[src/rtl/itm_pkg.sv]
package itm_pkg;
    typedef enum logic [1:0] {
        ST_IDLE = 2'd0,
        ST_RUN  = 2'd1,
        ST_HOLD = 2'd2
    } itm_state_e;

    localparam logic [1:0] ADDR_THR  = 2'd0;
    localparam logic [1:0] ADDR_CNT  = 2'd1;
    localparam logic [1:0] ADDR_CTRL = 2'd2;

    localparam int BIT_EN   = 0;
    localparam int BIT_EXT  = 1;
    localparam int BIT_CONT = 2;
    localparam int BIT_CLR  = 3;
    localparam int BIT_FLAG = 4;
endpackage

[src/rtl/itm_cfg_regs.sv]
module itm_cfg_regs
    import itm_pkg::*;
#(
    parameter int DATA_W = 32,
    parameter int CNT_W  = 16
) (
    input  logic              clk,
    input  logic              rst_n,
    input  logic              wr_en_i,
    input  logic [1:0]        wr_addr_i,
    input  logic [DATA_W-1:0] wr_data_i,
    input  logic [1:0]        rd_addr_i,
    input  logic [CNT_W-1:0]  cnt_i,
    input  logic              flag_i,
    output logic [CNT_W-1:0]  thr_o,
    output logic              en_o,
    output logic              ext_o,
    output logic              cont_o,
    output logic              ctrl_wr_o,
    output logic              clr_o,
    output logic              new_en_o,
    output logic [DATA_W-1:0] rd_data_o
);
    logic [CNT_W-1:0] thr_q;
    logic             en_q, ext_q, cont_q;

    assign ctrl_wr_o = wr_en_i && (wr_addr_i == ADDR_CTRL);
    assign clr_o     = ctrl_wr_o && wr_data_i[BIT_CLR];
    assign new_en_o  = wr_data_i[BIT_EN];

    always_ff @(posedge clk) begin
        if (!rst_n) begin
            thr_q  <= '0;
            en_q   <= 1'b0;
            ext_q  <= 1'b0;
            cont_q <= 1'b0;
        end else begin
            if (wr_en_i && (wr_addr_i == ADDR_THR))
                thr_q <= wr_data_i[CNT_W-1:0];
            if (ctrl_wr_o) begin
                en_q   <= wr_data_i[BIT_EN];
                ext_q  <= wr_data_i[BIT_EXT];
                cont_q <= wr_data_i[BIT_CONT];
            end
        end
    end

    always_comb begin
        rd_data_o = '0;
        unique case (rd_addr_i)
            ADDR_THR:  rd_data_o = DATA_W'(thr_q);
            ADDR_CNT:  rd_data_o = DATA_W'(cnt_i);
            ADDR_CTRL: begin
                rd_data_o[BIT_EN]   = en_q;
                rd_data_o[BIT_EXT]  = ext_q;
                rd_data_o[BIT_CONT] = cont_q;
                rd_data_o[BIT_FLAG] = flag_i;
            end
            default:   rd_data_o = '0;
        endcase
    end

    assign thr_o  = thr_q;
    assign en_o   = en_q;
    assign ext_o  = ext_q;
    assign cont_o = cont_q;
endmodule

[src/rtl/itm_count_fsm.sv]
module itm_count_fsm
    import itm_pkg::*;
#(
    parameter int CNT_W = 16
) (
    input  logic             clk,
    input  logic             rst_n,
    input  logic [CNT_W-1:0] thr_i,
    input  logic             ext_i,
    input  logic             cont_i,
    input  logic             ctrl_wr_i,
    input  logic             clr_i,
    input  logic             new_en_i,
    input  logic             tick_i,
    output logic [CNT_W-1:0] cnt_o,
    output logic             flag_o,
    output logic             rel_o,
    output itm_state_e       st_o
);
    itm_state_e       st_q, st_d;
    logic [CNT_W-1:0] cnt_q, cnt_d;
    logic             flag_q, flag_d, rel_q, rel_d;
    logic             adv, hit;

    assign adv = ext_i ? tick_i : 1'b1;
    assign hit = (thr_i == '0) || (cnt_q >= thr_i);

    always_ff @(posedge clk) begin
        if (!rst_n) begin
            st_q   <= ST_IDLE;
            cnt_q  <= '0;
            flag_q <= 1'b0;
            rel_q  <= 1'b0;
        end else begin
            st_q   <= st_d;
            cnt_q  <= cnt_d;
            flag_q <= flag_d;
            rel_q  <= rel_d;
        end
    end

    always_comb begin
        st_d   = st_q;
        cnt_d  = cnt_q;
        flag_d = flag_q;
        rel_d  = 1'b0;
        if (ctrl_wr_i) begin
            if (!new_en_i) begin
                st_d   = ST_IDLE;
                flag_d = 1'b0;
            end else if (clr_i || st_q == ST_IDLE) begin
                st_d = ST_RUN;
            end
            if (clr_i) begin
                cnt_d  = '0;
                flag_d = 1'b0;
            end
        end else begin
            unique case (st_q)
                ST_IDLE: ;
                ST_RUN: begin
                    if (hit) begin
                        flag_d = 1'b1;
                        rel_d  = 1'b1;
                        if (cont_i) cnt_d = '0;
                        else        st_d  = ST_HOLD;
                    end else if (adv) begin
                        cnt_d = cnt_q + 1'b1;
                    end
                end
                ST_HOLD: ;
                default: st_d = ST_IDLE;
            endcase
        end
    end

    assign cnt_o  = cnt_q;
    assign flag_o = flag_q;
    assign rel_o  = rel_q;
    assign st_o   = st_q;
endmodule

[src/rtl/irq_moderation_timer.sv]
module irq_moderation_timer
    import itm_pkg::*;
#(
    parameter int DATA_W = 32,
    parameter int CNT_W  = 16
) (
    input  logic              clk,
    input  logic              rst_n,
    input  logic              wr_en_i,
    input  logic [1:0]        wr_addr_i,
    input  logic [DATA_W-1:0] wr_data_i,
    input  logic [1:0]        rd_addr_i,
    output logic [DATA_W-1:0] rd_data_o,
    input  logic              ext_tick_i,
    input  logic              irq_pend_i,
    output logic              irq_out_o,
    output logic              release_o
);
    logic [CNT_W-1:0] thr_q, cnt_q;
    logic             en_q, ext_q, cont_q, ctrl_wr, clr, new_en, flag_q;
    itm_state_e       st_q;

    itm_cfg_regs #(.DATA_W(DATA_W), .CNT_W(CNT_W)) u_regs (
        .clk(clk), .rst_n(rst_n),
        .wr_en_i(wr_en_i), .wr_addr_i(wr_addr_i), .wr_data_i(wr_data_i),
        .rd_addr_i(rd_addr_i), .cnt_i(cnt_q), .flag_i(flag_q),
        .thr_o(thr_q), .en_o(en_q), .ext_o(ext_q), .cont_o(cont_q),
        .ctrl_wr_o(ctrl_wr), .clr_o(clr), .new_en_o(new_en),
        .rd_data_o(rd_data_o)
    );

    itm_count_fsm #(.CNT_W(CNT_W)) u_fsm (
        .clk(clk), .rst_n(rst_n),
        .thr_i(thr_q), .ext_i(ext_q), .cont_i(cont_q),
        .ctrl_wr_i(ctrl_wr), .clr_i(clr), .new_en_i(new_en),
        .tick_i(ext_tick_i),
        .cnt_o(cnt_q), .flag_o(flag_q), .rel_o(release_o), .st_o(st_q)
    );

    assign irq_out_o = irq_pend_i & (~en_q | flag_q | release_o);
endmodule

[config.mk]
export PLATFORM = sky130hd
export DESIGN_NAME = irq_moderation_timer
export DESIGN_NICKNAME = d
export VERILOG_FILES = /design/src/rtl/itm_pkg.sv /design/src/rtl/itm_cfg_regs.sv /design/src/rtl/itm_count_fsm.sv /design/src/rtl/irq_moderation_timer.sv
export SDC_FILE = /design/constraint.sdc
export NUM_CORES = 1
export LEC_CHECK = 0
export BUFFER_PORTS_ARGS = -buffer_cell sky130_fd_sc_hd__buf_2
export CORE_MARGIN = 2
export CORE_UTILIZATION = 45
export DETAILED_ROUTE_END_ITERATION = 7
export GPL_ROUTABILITY_DRIVEN = 0
export PLACE_DENSITY = 0.79
export RECOVER_POWER = 100
export SKIP_LAST_GASP = 1
export SLEW_MARGIN = 10
export SYNTH_ARGS = -nofsm -noshare
export SYNTH_HDL_FRONTEND = slang
export SYNTH_SLANG_ARGS = --single-unit
[constraint.sdc]
create_clock -name clk -period 4 [get_ports clk]
set_input_delay 0.2 -clock clk [delete_from_list [all_inputs] [get_ports clk]]
set_output_delay 0.2 -clock clk [all_outputs]
set_load 0.05 [all_outputs]
# == Word-level counts from Yosys, hierarchy flattened ==
# Index checks and enable logic that the tools add are counted.
# word_totals
ff_bits,39
latch_bits,0
mem_bits_rw,0
mem_bits_ro,0
out_inout_bits,34
word_cells,68
memories,0
# classes
addsub,1
n_mul,0
n_div,0
n_lt_le_gt_ge,1
eq_ne,12
shift,0
n_mux,23
n_bitwise,6
n_reduce_logical,17
# ops
cell,n
$mux 16,6
$pmux 11 s2,1
$add 16x1->16 const B,1
$ge 16x16->1,1
$logic_not 16->1,1
$mux 2,5
$ne 3x2->1 const B,3
$pmux 3 s3,1
$reduce_and 4->1,2
$mux 1,7
$eq 2x2->1 const B,3
$logic_not 2->1,3
$ne 3x3->1 const B,2
$eq 2x1->1 const B,2
$ne 2x1->1 const B,2
$pmux 2 s2,1
$reduce_bool 2->1,2
$logic_and 1x1->1,3
$not 1->1,3
$pmux 1 s3,1
$reduce_and 3->1,1
$reduce_bool 3->1,1
$reduce_or 3->1,1
$logic_or 1x1->1,2
other kinds (4),5

# == Longest topological paths before layout ==
# logic_depth
word_depth,7
ltp_mapped,9
ltp_nobuf,8

# == By module ==
# A second synthesis with hierarchy kept.
# hier_totals
hier_cells,320
hier_area_um2,2678.8
# modules_own_cells
module,instances,cells_per_inst,area_each_um2,seq_area_each_um2
itm_count_fsm,1,180,1478.9,400.4
itm_cfg_regs,1,138,1188.6,380.4
irq_moderation_timer,1,2,11.3,0.0

# == Least setup slack after synthesis ==
# OpenSTA, ideal clock, no wires.
# synth_path
path_kind,register to register
start,"register u_regs.thr_q[13], in the netlist u_regs.thr_o[13]"
end,"register u_fsm.cnt_q[11], in the netlist u_fsm.cnt_o[11]"
arrival_ns,2.330
slack_ns,1.536
path_stages_with_launch,10
n_path_buf,1
path_cell_list,dfxtp_1 inv_1 ha_1 nand4_2 or4_4 o31ai_4 nor4_2 o311ai_4 buf_6 o221ai_2
# synth_via
elab_chain_len,5
# synth_lines
item,line,text
from (decl),itm_cfg_regs.sv:24,logic [CNT_W-1:0] thr_q;
from (signal assigned),itm_cfg_regs.sv:39,thr_q <= wr_data_i[CNT_W-1:0];
$ge 16x16->1 / $logic_not 16->1 (equally long branches),itm_count_fsm.sv:26,assign hit = (thr_i == '0) || (cnt_q >= thr_i);
$logic_or 1x1->1 (*),itm_count_fsm.sv:26,
$mux 16,itm_count_fsm.sv:62,if (hit) begin
$mux 16,itm_count_fsm.sv:59,unique case (st_q)
$mux 16,itm_count_fsm.sv:47,if (ctrl_wr_i) begin
to (signal assigned),itm_count_fsm.sv:36,cnt_q <= cnt_d;
to (decl),itm_count_fsm.sv:21,"logic [CNT_W-1:0] cnt_q, cnt_d;"
# Mark *: on every way between the ends. The rest lies on a longest branch, timed or not. The select of a mux whose other input is x is not followed.
# A chain may end at the register's enable or synchronous reset.

# == Final worst setup path ==
# layout_path
start,"register u_regs.thr_q[13], in the netlist u_regs.thr_o[13]"
end,"register u_fsm.cnt_q[8], in the netlist u_fsm.cnt_o[8]"
# Same word-level chain as after synthesis.

==> results by group <==
Outcome
  • Status: finished with violations
  • Failing checks: capacitance limit, slew limit

Yosys
  • Top_reg_cell synth: dfxtp_1
  • #FFs+latches synth: 39
  • Post-synth EDFFs: 0
  • Cells after synthesis: about 340
  • Synth warnings: 0
  • Sequential-to-total area share from yosys stat: 28.3%
  • Ys async rst share: 0%
  • Syn_area_per_cell: 8.05 um^2
  • Mapped Area: roughly 2800 um^2
  • Yosys cell types: 52

Timing
  • Tcrit/Tclk final: roughly 80%
  • Max Freq: about 0.31 GHz
  • Clk_skew: 0.00825 ns
  • Minimum clock period: 3.21 ns
  • Final Setup Violations: 0
  • Slew Limit Fails: 17
  • Worst Max-Slew Pin Slew: between 1.5 and 2 ns
  • Setup TNS: 0 ns
  • Final Hold Vio Count: 0
  • Slew headroom: -22.5%
  • RSZ-0062 raised after global routing: no

Worst setup path
  • Slowest cell on crit path: o311ai_4
  • Crit path arrival time: approximately 3.4 ns
  • Worst EP required: 4.15 ns
  • Largest fanout on the critical path: 15
  • Crit end category: register
  • Flop-to-flop setup slack: 0.79 ns
  • Worst-path cell chain: inv_1, ha_1, nand4_1, or4_1, o31ai_4, nor4_1, o311ai_4, o221ai_1
  • Setup crit start kind: register
  • Crit Path Class: register to register
  • CP max stage delay: 0.77 ns

Power
  • PnR Total Power: 844 uW
  • Peak VDD IR: 0.000155 V
  • Pwr Density: about 280 nW/um^2
  • Leak: approximately 0.0011 uW

Layout
  • Fillers: 587
  • NumNets Final: 436
  • Fraction of layout cells with a size suffix above 1: ~12%
  • Diodes inserted: 0
  • Synth-to-layout area growth: 7.65%
  • Final Instance Area: 2970 um^2

Routing
  • Pre-antenna DRT Iters: 7
  • Total Wirelength: 6810 um
  • Post-route ant nets: 0
  • Violation count after the first detailed-route iteration: between 150 and 200
  • DRC viols: 0
  • WL/cell: roughly 15 um
  • Vias per cell: 5.69
  • Vias post-DR: 2585

Clocking
  • CTS clk-pin slew, worst paths: 0.08 ns
  • CTS tree: built
  • Worst-Skew Late Latency: 0.30 ns
  • Root buf cell: clkbuf_8
  • Hold_buf cts: 0
  • Post-CTS setup buffer count: 0
  • Clock buffer depth: 2
  • Total CTS buffers: 5
  • H-tree levels: 2
  • TritonCTS Sinks: 39
  • CTS resizes: 0

Run
  • Max_cap viols: 1

Global routing
  • Global-route wire length before repair: 11400 um
  • Initial antenna violation count: 0
  • Grt total ovfl: 0
  • Vias in the first global route: around 2500
  • Largest net degree at the start of global routing: 35
  • Global Route Usage Sum: 21.8%

Floorplan
  • Die width: 82.4 um
  • IO Count: 75
  • Initial Utilization: 46.7%
  • Num rows: 28
  • Die height: ~80 um
  • Placeable Area: 5920 um^2
  • DIE AREA: slightly below 7000 um^2

Hold path
  • Hold crit path type: input port to register

Place
  • HPWL Detailed: roughly 5000 um
  • Port buffer count: 42
  • Placed instance area: 2960 um^2
-- kinds of logic after synthesis --
group,count (synthesis),synth area share [%]
flip-flops,39,28.3
adder cells (fa/ha/maj),17,7.70
AND/OR/NAND/NOR,138,24.1
AO/OA/AOI/OAI,68,22.6
buffers and inverters,63,11.0
multiplexers,17,6.16
other,1,0.136
-- per-layer routing --
layer  track usage, %  vias to the layer above  part of all wire (%)
met5                0                        -                     0
met2             37.3                      100                    47
met3             4.13                       10                   6.4
li1                 -                     1248                     -
met4             6.50                        0                   1.4
met1             27.8                     1227                    45
-- synth_stat cells (all sizes together) (3+ instances only) --
cell / n / area share, %
nand4: 6 / 1.6
clkbuf: 12 / 1.6
o221ai: 14 / 6.5
dfxtp: 39 / 28
o21ai: 11 / 2.0
o21a: 3 / 0.82
nand2b: 3 / 0.68
nor2: 23 / 3.1
mux2i: 17 / 6.2
buf: 18 / 4.9
o31ai: 3 / 1.3
a21boi: 20 / 5.4
a21oi: 4 / 0.72
nor4: 9 / 2.8
nand4b: 3 / 0.95
inv: 33 / 4.5
ha: 17 / 7.7
nand3: 16 / 2.9
nand2: 66 / 9.0
-- power breakdown --
group | switching, uW | total [uW] | leakage (uW) | internal (uW)
sequential | 8.68 | 404 | 0.000315 | 395
combinational | 125 | 174 | 0.000728 | 48.4
clock | 144 | 266 | 0.0000412 | 122
total | 278 | 844 | 0.00108 | 566
-- cells in the final DEF (no fill, tap or decap), drive strengths merged, types with 2 or more instances in the layout --
cell type,count
o21a,3
o221ai,14
mux2i,17
nor2,23
a31oi,2
nand3,16
or4,2
ha,17
nand2b,3
clkbuf,25
nand2,66
nand4b,3
buf,24
a21oi,4
conb,16
inv,33
a21boi,20
dfxtp,39
nand4,6
o21ai,11
nor4,9
nor3,2
o31ai,3
-- state kept, by name, indices dropped and copies added (netlist names) --
name	cells
u_regs.cont_o	1
u_fsm.flag_o	1
u_fsm.rel_o	1
u_fsm.cnt_o	16
u_regs.ext_o	1
u_regs.en_o	1
u_fsm.st_o	2
u_regs.thr_o	16
-- worst max-delay path: cells and delay by family (launching register included) --
family | cells | cell delay (ns)
AND/OR/NAND/NOR | 3 | 1.02
AO/OA/AOI/OAI | 3 | 1.25
buffers and inverters | 1 | 0.07
adder cells (fa/ha/maj) | 1 | 0.30
flip-flops | 1 | 0.42
-- path summary, 6_finish.rpt --
| path | to | depth (start not counted) | start |
|---|---|---|---|
| worst max-delay path | u_fsm.cnt_o[8] | 8 | u_regs.thr_o[13] |
| worst min-delay path | u_regs.thr_o[11] | 3 | wr_data_i[11] |
| worst max register to register | u_fsm.cnt_o[8] | 8 | u_regs.thr_o[13] |
| worst min register to register | u_regs.en_o | 2 | u_regs.en_o |
-- area by class of cell --
cell class              count  area (um^2)  area share (%)
flip-flops and latches     39          781            26.3
repair buffers             43          194            6.52
clock buffers               6         72.6            2.44
inverters                  33          124            4.16
well taps                  75         93.8            3.16
clock inverters             2         12.5           0.421
multi-input cells         256         1700            57.0
-- stage by stage --
step	setup slack, ns	hold WS [ns]	instances	utilization (%)
3_5_place_dp	0.910	0.463	446	49.9
3_3_place_gp	1.01	0.451	446	49.9
5_1_grt	0.605	0.147	454	50.2
2_1_floorplan	1.54	0.345	358	-
6_report	0.788	0.146	454	50.2
4_1_cts	0.868	0.147	454	51.4
Note: power is estimated with default switching activity, not from simulation.
